===== src/rtl/flash_poll_pkg.sv =====
package flash_poll_pkg;
    typedef enum logic [2:0] {
        ST_IDLE,
        ST_RD_FIRST,
        ST_RD_SECOND,
        ST_VERIFY,
        ST_DONE,
        ST_TIMEOUT
    } poll_state_e;

    localparam int POLL_BIT = 7;
    localparam int TOGGLE_BIT = 6;
endpackage


===== src/rtl/poll_status_eval.sv =====
module poll_status_eval
    import flash_poll_pkg::*;
(
    input  logic [7:0] data_i,
    input  logic       first_toggle_i,
    input  logic       is_erase_i,
    input  logic       exp_poll_i,
    output logic       toggled_o,
    output logic       poll_ok_o
);
    always_comb begin
        toggled_o = data_i[TOGGLE_BIT] ^ first_toggle_i;
        poll_ok_o = is_erase_i ? data_i[POLL_BIT] : (data_i[POLL_BIT] == exp_poll_i);
    end
endmodule


===== src/rtl/poll_pair_counter.sv =====
module poll_pair_counter #(
    parameter int CNT_W = 12
) (
    input  logic             clk,
    input  logic             rst_n,
    input  logic             load_i,
    input  logic [CNT_W-1:0] limit_i,
    input  logic             incr_i,
    output logic             last_pair_o,
    output logic             spent_o
);
    localparam logic [CNT_W-1:0] ONE = {{(CNT_W-1){1'b0}}, 1'b1};

    logic [CNT_W-1:0] cnt_q;
    logic [CNT_W-1:0] lim_q;
    logic [CNT_W-1:0] lim_eff;

    always_comb begin
        lim_eff     = (lim_q == '0) ? ONE : lim_q;
        last_pair_o = ({1'b0, cnt_q} + {1'b0, ONE}) >= {1'b0, lim_eff};
        spent_o     = cnt_q >= lim_eff;
    end

    always_ff @(posedge clk or negedge rst_n) begin
        if (!rst_n) begin
            cnt_q <= '0;
            lim_q <= '0;
        end else if (load_i) begin
            cnt_q <= '0;
            lim_q <= limit_i;
        end else if (incr_i) begin
            cnt_q <= cnt_q + ONE;
        end
    end


    cnt_within_limit_chk: assert property (@(posedge clk) disable iff (!rst_n)
        cnt_q <= lim_eff);
endmodule


===== src/rtl/flash_poll_ctrl.sv =====
module flash_poll_ctrl
    import flash_poll_pkg::*;
#(
    parameter int ADDR_W = 20,
    parameter int CNT_W  = 12
) (
    input  logic              clk,
    input  logic              rst_n,
    input  logic              start_i,
    input  logic              op_erase_i,
    input  logic [ADDR_W-1:0] addr_i,
    input  logic [7:0]        exp_data_i,
    input  logic [CNT_W-1:0]  poll_limit_i,
    output logic              rd_req_o,
    output logic [ADDR_W-1:0] rd_addr_o,
    input  logic              rd_ack_i,
    input  logic [7:0]        rd_data_i,
    output logic              busy_o,
    output logic              done_o,
    output logic              timeout_o
);
    poll_state_e       state_q, state_d;
    logic              erase_q;
    logic [ADDR_W-1:0] addr_q;
    logic              exp_poll_q;
    logic              first_tgl_q;
    logic              accept;
    logic              xfer;
    logic              toggled;
    logic              poll_ok;
    logic              last_pair;
    logic              spent;

    assign accept = start_i && (state_q == ST_IDLE);
    assign xfer   = rd_req_o && rd_ack_i;

    poll_status_eval u_eval (
        .data_i         (rd_data_i),
        .first_toggle_i (first_tgl_q),
        .is_erase_i     (erase_q),
        .exp_poll_i     (exp_poll_q),
        .toggled_o      (toggled),
        .poll_ok_o      (poll_ok)
    );

    poll_pair_counter #(.CNT_W(CNT_W)) u_cnt (
        .clk         (clk),
        .rst_n       (rst_n),
        .load_i      (accept),
        .limit_i     (poll_limit_i),
        .incr_i      (xfer && (state_q == ST_RD_SECOND)),
        .last_pair_o (last_pair),
        .spent_o     (spent)
    );

    always_comb begin
        state_d = state_q;
        unique case (state_q)
            ST_IDLE:      if (start_i) state_d = ST_RD_FIRST;
            ST_RD_FIRST:  if (xfer) state_d = ST_RD_SECOND;
            ST_RD_SECOND: if (xfer) begin
                if (!toggled)      state_d = ST_VERIFY;
                else if (last_pair) state_d = ST_TIMEOUT;
                else               state_d = ST_RD_FIRST;
            end
            ST_VERIFY:    if (xfer) begin
                if (poll_ok)    state_d = ST_DONE;
                else if (spent) state_d = ST_TIMEOUT;
                else            state_d = ST_RD_FIRST;
            end
            ST_DONE:      state_d = ST_IDLE;
            ST_TIMEOUT:   state_d = ST_IDLE;
            default:      state_d = ST_IDLE;
        endcase
    end

    always_ff @(posedge clk or negedge rst_n) begin
        if (!rst_n) begin
            state_q     <= ST_IDLE;
            erase_q     <= 1'b0;
            addr_q      <= '0;
            exp_poll_q  <= 1'b0;
            first_tgl_q <= 1'b0;
        end else begin
            state_q <= state_d;
            if (accept) begin
                erase_q    <= op_erase_i;
                addr_q     <= addr_i;
                exp_poll_q <= exp_data_i[POLL_BIT];
            end
            if (xfer && (state_q == ST_RD_FIRST))
                first_tgl_q <= rd_data_i[TOGGLE_BIT];
        end
    end

    always_comb begin
        rd_req_o  = (state_q == ST_RD_FIRST) || (state_q == ST_RD_SECOND) ||
                    (state_q == ST_VERIFY);
        rd_addr_o = addr_q;
        busy_o    = (state_q != ST_IDLE);
        done_o    = (state_q == ST_DONE);
        timeout_o = (state_q == ST_TIMEOUT);
    end


    pulse_excl_chk: assert property (@(posedge clk) disable iff (!rst_n)
        !(done_o && timeout_o));

    pulse_to_idle_chk: assert property (@(posedge clk) disable iff (!rst_n)
        (done_o || timeout_o) |=> !busy_o);

    req_hold_chk: assert property (@(posedge clk) disable iff (!rst_n)
        (rd_req_o && !rd_ack_i) |=> rd_req_o);

    addr_hold_chk: assert property (@(posedge clk) disable iff (!rst_n)
        (busy_o && $past(busy_o)) |-> $stable(rd_addr_o));

    done_after_verify_chk: assert property (@(posedge clk) disable iff (!rst_n)
        done_o |-> $past(state_q == ST_VERIFY && rd_ack_i));
endmodule


===== config.mk =====
export PLATFORM = sky130hd
export DESIGN_NAME = flash_poll_ctrl
export DESIGN_NICKNAME = d
export VERILOG_FILES = /design/src/rtl/flash_poll_pkg.sv /design/src/rtl/poll_status_eval.sv /design/src/rtl/poll_pair_counter.sv /design/src/rtl/flash_poll_ctrl.sv
export SDC_FILE = /design/constraint.sdc
export NUM_CORES = 1
export LEC_CHECK = 0
export ABC_AREA = 1
export BUFFER_PORTS_ARGS = -buffer_cell sky130_fd_sc_hd__buf_4
export CAP_MARGIN = 5
export CORE_MARGIN = 1.5
export CORE_UTILIZATION = 30
export CTS_BUF_LIST = sky130_fd_sc_hd__clkbuf_16
export DETAILED_ROUTE_END_ITERATION = 6
export GPL_TIMING_DRIVEN = 0
export PLACE_DENSITY = 0.46
export SLEW_MARGIN = 20
export SYNTH_ARGS = -nofsm -noshare
export SYNTH_HDL_FRONTEND = slang
export SYNTH_SLANG_ARGS = --single-unit

===== constraint.sdc =====
create_clock -name clk -period 2.5 [get_ports clk]
set_input_delay 0.125 -clock clk [delete_from_list [all_inputs] [get_ports clk]]
set_output_delay 0.125 -clock clk [all_outputs]
set_load 0.01 [all_outputs]

Yosys cells after proc, flatten, opt, wreduce, memory -nomap -nowiden
Cells that the tools add are included.
{"block": "totals", "wordCells": 46, "out_inout_bits": 24, "register_bits": 50}
{"block": "classes", "addsub": 2, "reduce_logical": 11, "eq_ne": 10, "magnitude_cmp": 2, "bitwise": 1, "n_mux": 13}
{"operator": "2-to-1 mux 12 bit", "count": 3}
{"operator": "2-to-1 mux 3 bit", "count": 8}
{"operator": "adder 12 x 1 -> 13 bit, second input constant", "count": 1}
{"operator": "greater-or-equal comparator 13 x 12 -> 1 bit", "count": 1}
{"operator": "adder 12 x 1 -> 12 bit, second input constant", "count": 1}
{"operator": "greater-or-equal comparator 12 bit", "count": 1}
{"operator": "zero test 12 bit", "count": 1}
{"operator": "one-hot mux 3 bit (4 select lines)", "count": 1}
{"operator": "inequality test 2 bit, second input constant", "count": 4}
{"operator": "equality test 3 x 2 -> 1 bit, second input constant", "count": 2}
{"operator": "equality test 3 bit, second input constant", "count": 2}
{"operator": "logical AND 1 bit", "count": 4}
{"operator": "AND reduction 4 bit", "count": 1}
{"operator": "equality test 3 x 1 -> 1 bit, second input constant", "count": 1}
{"operator": "zero test 3 bit", "count": 1}
{"operator": "nonzero test 3 bit", "count": 1}
{"operator": "logical OR 1 bit", "count": 2}
{"operator": "nonzero test 2 bit", "count": 1}
{"operator": "equality test 1 bit", "count": 1}
{"operator": "2-to-1 mux 1 bit", "count": 1}
{"operator": "bitwise XOR 1 bit", "count": 1}

Longest topological paths before layout
{"block": "logic_depth", "depth_word": 7, "depth_mapped": 17, "mapped_depth_nobuf": 17}

Hierarchy
From an unflattened synthesis, not the netlist that was laid out.
{"block": "hier_totals", "hier_cells": 416, "area_unflattened_um2": 3184.3}
{"mod": "poll_pair_counter", "instances": 1, "cells_each": 264, "seq_area_each_um2": 600.6, "area_per_inst_um2": 1910.6}
{"mod": "flash_poll_ctrl", "instances": 1, "cells_each": 143, "seq_area_each_um2": 650.6, "area_per_inst_um2": 1234.9}
{"mod": "poll_status_eval", "instances": 1, "cells_each": 9, "seq_area_each_um2": 0.0, "area_per_inst_um2": 38.8}

Worst setup path before layout
Ideal clock, no wire load.
{"block": "synth_timing", "kind": "reg2reg", "startpoint": "register u_cnt.cnt_q[0]", "endpoint": "register state_q[2]", "period_less_slack_ps": 2161, "path_buffers": 0, "setup_slack_ps": 339, "path_stages_with_launch": 18, "t_arrival_ps": 2022, "t_required_ps": 2361, "path_cell_list": "dfrtp_1 ha_1 nand2_1 nor3_2 nand3_1 xor2_1 inv_1 ha_1 nand2_1 inv_1 nand2_1 nand2_1 nor2_1 nand2_1 nand2_1 nand3_1 nand2_1 a21oi_1"}
{"block": "synth_between", "elab_chain_cells": 6, "word_cells_on_any_way": 10, "classes_between": "add/sub (1); order compare (2); mux (7)"}
{"item": "from (decl)", "line": "poll_pair_counter.sv:14", "source": "logic [CNT_W-1:0] cnt_q;"}
{"item": "from (signal assigned)", "line": "poll_pair_counter.sv:32", "source": "cnt_q <= cnt_q + ONE;"}
{"item": "adder 12 x 1 -> 13 bit", "line": "poll_pair_counter.sv:20", "source": "last_pair_o = ({1'b0, cnt_q} + {1'b0, ONE}) >= {1'b0, lim_eff};"}
{"item": "greater-or-equal comparator 13 x 12 -> 1 bit", "line": "poll_pair_counter.sv:20"}
{"item": "2-to-1 mux 3 bit", "line": "flash_poll_ctrl.sv:63", "source": "else if (last_pair) state_d = ST_TIMEOUT;"}
{"item": "2-to-1 mux 3 bit", "line": "flash_poll_ctrl.sv:62", "source": "if (!toggled) state_d = ST_VERIFY;"}
{"item": "2-to-1 mux 3 bit", "line": "flash_poll_ctrl.sv:61", "source": "ST_RD_SECOND: if (xfer) begin"}
{"item": "one-hot mux 3 bit (4 select lines) *", "line": "flash_poll_ctrl.sv:58", "source": "unique case (state_q)"}
{"item": "to (signal assigned)", "line": "flash_poll_ctrl.sv:85", "source": "state_q <= state_d;"}
{"item": "to (decl)", "line": "flash_poll_ctrl.sv:22", "source": "poll_state_e state_q, state_d;"}
Mark *: on every way between the ends. The rest lies on a longest branch, timed or not. The select of a mux whose other input is x is not followed.
A chain may end at the register's enable or synchronous reset.

Worst setup path after layout
Ends and elaborated chain as after synthesis.

==> key figures <==
Logic synthesis
  • Top post-synthesis cells by area: dfrtp_1 (44%), ha_1 (11%), mux2_2 (6.7%)
  • Synthesized cell area: 2870 um2
  • Post-synth top area cell: dfrtp_1
  • Syn. warnings: 0
  • Sequential fraction of the synthesis area: 43.6%
  • Syn Nets: 384
  • Yosys cell types: 32
  • Yosys top cell area share: 43.6%
  • Synthesis-stage register bit count: 50
  • Avg Inst Size Synth: 9.39 um2
  • Cells after Synth: 306

Clocking
  • Clock sinks: 50
  • CTS tree: done
  • Worst-skew pair later-pin latency: 290 ps
  • Worst-path clk slew: 70 ps
  • Clock buffers created by TritonCTS: 5
  • CTS max path bufs: 2
  • Root buf cell: clkbuf_16
  • CTS H-tree lvls: 2

STA
  • Max-Slew Margin vs Limit: 56.6%
  • Slew Viols, Final: 0
  • Final setup vio count: 0
  • Least-Margin Pin Slew: 651 ps
  • Final Hold Viols: 0
  • Final period utilization: 91.5%
  • Worst Hold Slack: 45.2 ps
  • Max Freq: 437 MHz
  • Final setup skew: 6.35 ps
  • Crit path time final: 2290 ps

Power
  • Peak supply drop: 0.462 mV
  • PD cells: 981 nW/um2
  • P_leak: 1.93 nW

Die
  • Die width: 101 um
  • Die area: 10200 um2
  • Core area: 9240 um2
  • Starting Density: 31.1%
  • Die Span Y: 101 um
  • Site Rows: 35
  • Ports: 77

Setup path
  • Worst setup SP type: register
  • Delay-heaviest family, CP: simple AND/OR/NAND/NOR gates
  • Crit path top cell by count: nand2_1
  • Cell Chain, Critical Path: ha_2 > nand2_2 > nor3_4 > nand3_1 > xor2_2 > inv_1 > ha_1 > nand2_1 > inv_1 > nand2_1 > nand2_1 > nor2_1 > nand2_1 > nand2_1 > nand3_1 > nand2_1 > a21oi_1
  • WP data arrival: 2440 ps
  • Req. time, crit path: 2650 ps
  • Critical path class: register to register
  • Critical Path Max Stage Delay: 390 ps
  • Worst path bufs/invs: 2
  • CP Max Fanout: 3
  • Slowest CP cell: dfrtp_1
  • Setup crit end kind: register

Layout
  • Area Growth Syn to Fin: 29.2%
  • Most frequent cells in the layout: buf_4 (68), dfrtp_1 (50), nand2_1 (44), inv_1 (42), nor2_1 (26)
  • Final Net Count: 459
  • Final instance area: 3710 um2
  • Layout cells sized above 1: 31.2%
  • Antenna diodes: 0
  • Leading cell type in the layout, fill and taps excluded: buf_4

Route
  • DRT Pass-1 Iters: 4
  • Average wire per standard cell: 12.8 um
  • Vias/cell: 4.36
  • # DRC: 0
  • Final wirelength: 6540 um
  • Routed Antenna Nets: 0
  • Drt initial violations: 75
  • Total number of vias: 2226

GRT
  • Vias in the first global route: 2319
  • GRT overflow: 0
  • GRT Overall Usage: 13.8%
  • Initial antenna violation count: 0
  • Largest net degree at the start of global routing: 51
  • First-pass GRT wire length: 11000 um

Run status
  • Status: finished clean

Placement
  • DP HPWL: 4940 um
  • Port buffer count: 63
  • Placer Congestion: 0.786
  • Post-place instance area: 3510 um2

Worst hold path
  • Worst Hold Class: input port to register

Run
  • Total of max-cap violations: 0
cells by family (layout without fill, tap and decap cells):
group                    Yosys count  count (layout)  share of synthesized area (%)
adder cells (fa/ha/maj)           25              25                           10.9
buffers and inverters             52             128                           7.80
XOR/XNOR                          12              12                           3.66
AO/OA/AOI/OAI                     42              42                           7.97
flip-flops                        50              50                           43.6
AND/OR/NAND/NOR                  102             102                           16.3
multiplexers                      23              23                           9.80
worst paths after layout:
check | start | to | slack (ps) | depth (start not counted)
setup / recovery | u_cnt.cnt_q[0] | state_q[2] | 210 | 17
max in group asynchronous | rst_n | u_cnt.cnt_q[5] | 1660 | 2
hold reg to reg | exp_poll_q | exp_poll_q | 510 | 1
setup reg to reg | u_cnt.cnt_q[0] | state_q[2] | 210 | 17
hold / removal | rd_ack_i | first_tgl_q | 50 | 2
min in group asynchronous | rst_n | rd_addr_o[5] | 410 | 2
per-stage QoR:
| stage | instances | TNS, ps | utilization, % | worst slack (ps) | total power [W] |
|---|---|---|---|---|---|
| after floorplan | 306 | 0 | - | 339 | 0.00234 |
| after global placement | 498 | -24.5 | 38.0 | -24.5 | 0.00296 |
| after detailed placement | 498 | -18.5 | 38.0 | -18.5 | 0.00298 |
| after CTS | 507 | 0 | 39.7 | 15.7 | 0.00369 |
| after global routing | 511 | -6.02 | 40.2 | -6.02 | 0.00395 |
| final | 511 | 0 | 40.2 | 212 | 0.00364 |
routing by layer:
metal	up-vias	GRT usage [%]	routed length (um)
li1	1151	-	-
met1	1007	19.2	3140
met2	59	20.7	2930
met3	9	3.68	383
met4	0	4.33	83
met5	-	0	0
worst reg2reg max path, stage by stage, from the launching register on:
cell     delay, ps
dfrtp_1        390
ha_2           220
nand2_2         90
nor3_4         150
nand3_1        140
xor2_2         160
inv_1           60
ha_1           310
nand2_1         90
inv_1           40
nand2_1         50
nand2_1         40
nor2_1          90
nand2_1         70
nand2_1         60
nand3_1         70
nand2_1         60
a21oi_1         50
registers in the layout, summed over array words and instances (netlist names):
signal / cells
rd_addr_o: 20
state_q: 3
exp_poll_q: 1
first_tgl_q: 1
erase_q: 1
u_cnt.lim_q: 12
u_cnt.cnt_q: 12
area by class of cell:
| type | instances | area (um2) |
|---|---|---|
| fill | 949 | 5530 |
| multi-input combinational | 204 | 1420 |
| clock inverter | 3 | 20.0 |
| tap | 129 | 161 |
| sequential | 50 | 1250 |
| timing repair buffer | 68 | 513 |
| buffer | 6 | 51.3 |
| clock buffer | 5 | 125 |
| inverter | 46 | 173 |
synthesized netlist by cell type, drive strengths merged:
cell,instances
ha,25
nor2,27
a31oi,1
a31o,1
nor4,1
a21o,1
o22ai,4
inv,46
nand4,3
o21ai,10
and2,1
and3,1
dfrtp,50
a21oi,23
o221ai,1
xor2,10
o31ai,1
buf,6
nand2,47
mux2,23
nor3,13
xnor2,2
nand3,9
power breakdown:
group | switching [W] | leakage [nW] | internal, W
sequential | 0.000187 | 0.605 | 0.00113
combinational | 0.000837 | 1.26 | 0.000804
clock | 0.000316 | 0.0679 | 0.000372
total | 0.00134 | 1.93 | 0.00230
timing repair:
| item | CTS | global route |
|---|---|---|
| pin swaps | 0 | 2 |
| hold buffers | 1 | 0 |
| buffers inserted | 0 | 4 |
| endpoints found under the setup margin | 1 | 1 |
| gates resized for setup | 1 | 3 |
| endpoints found under the hold margin | 50 | 0 |
Power figures use the tool's default switching activity.
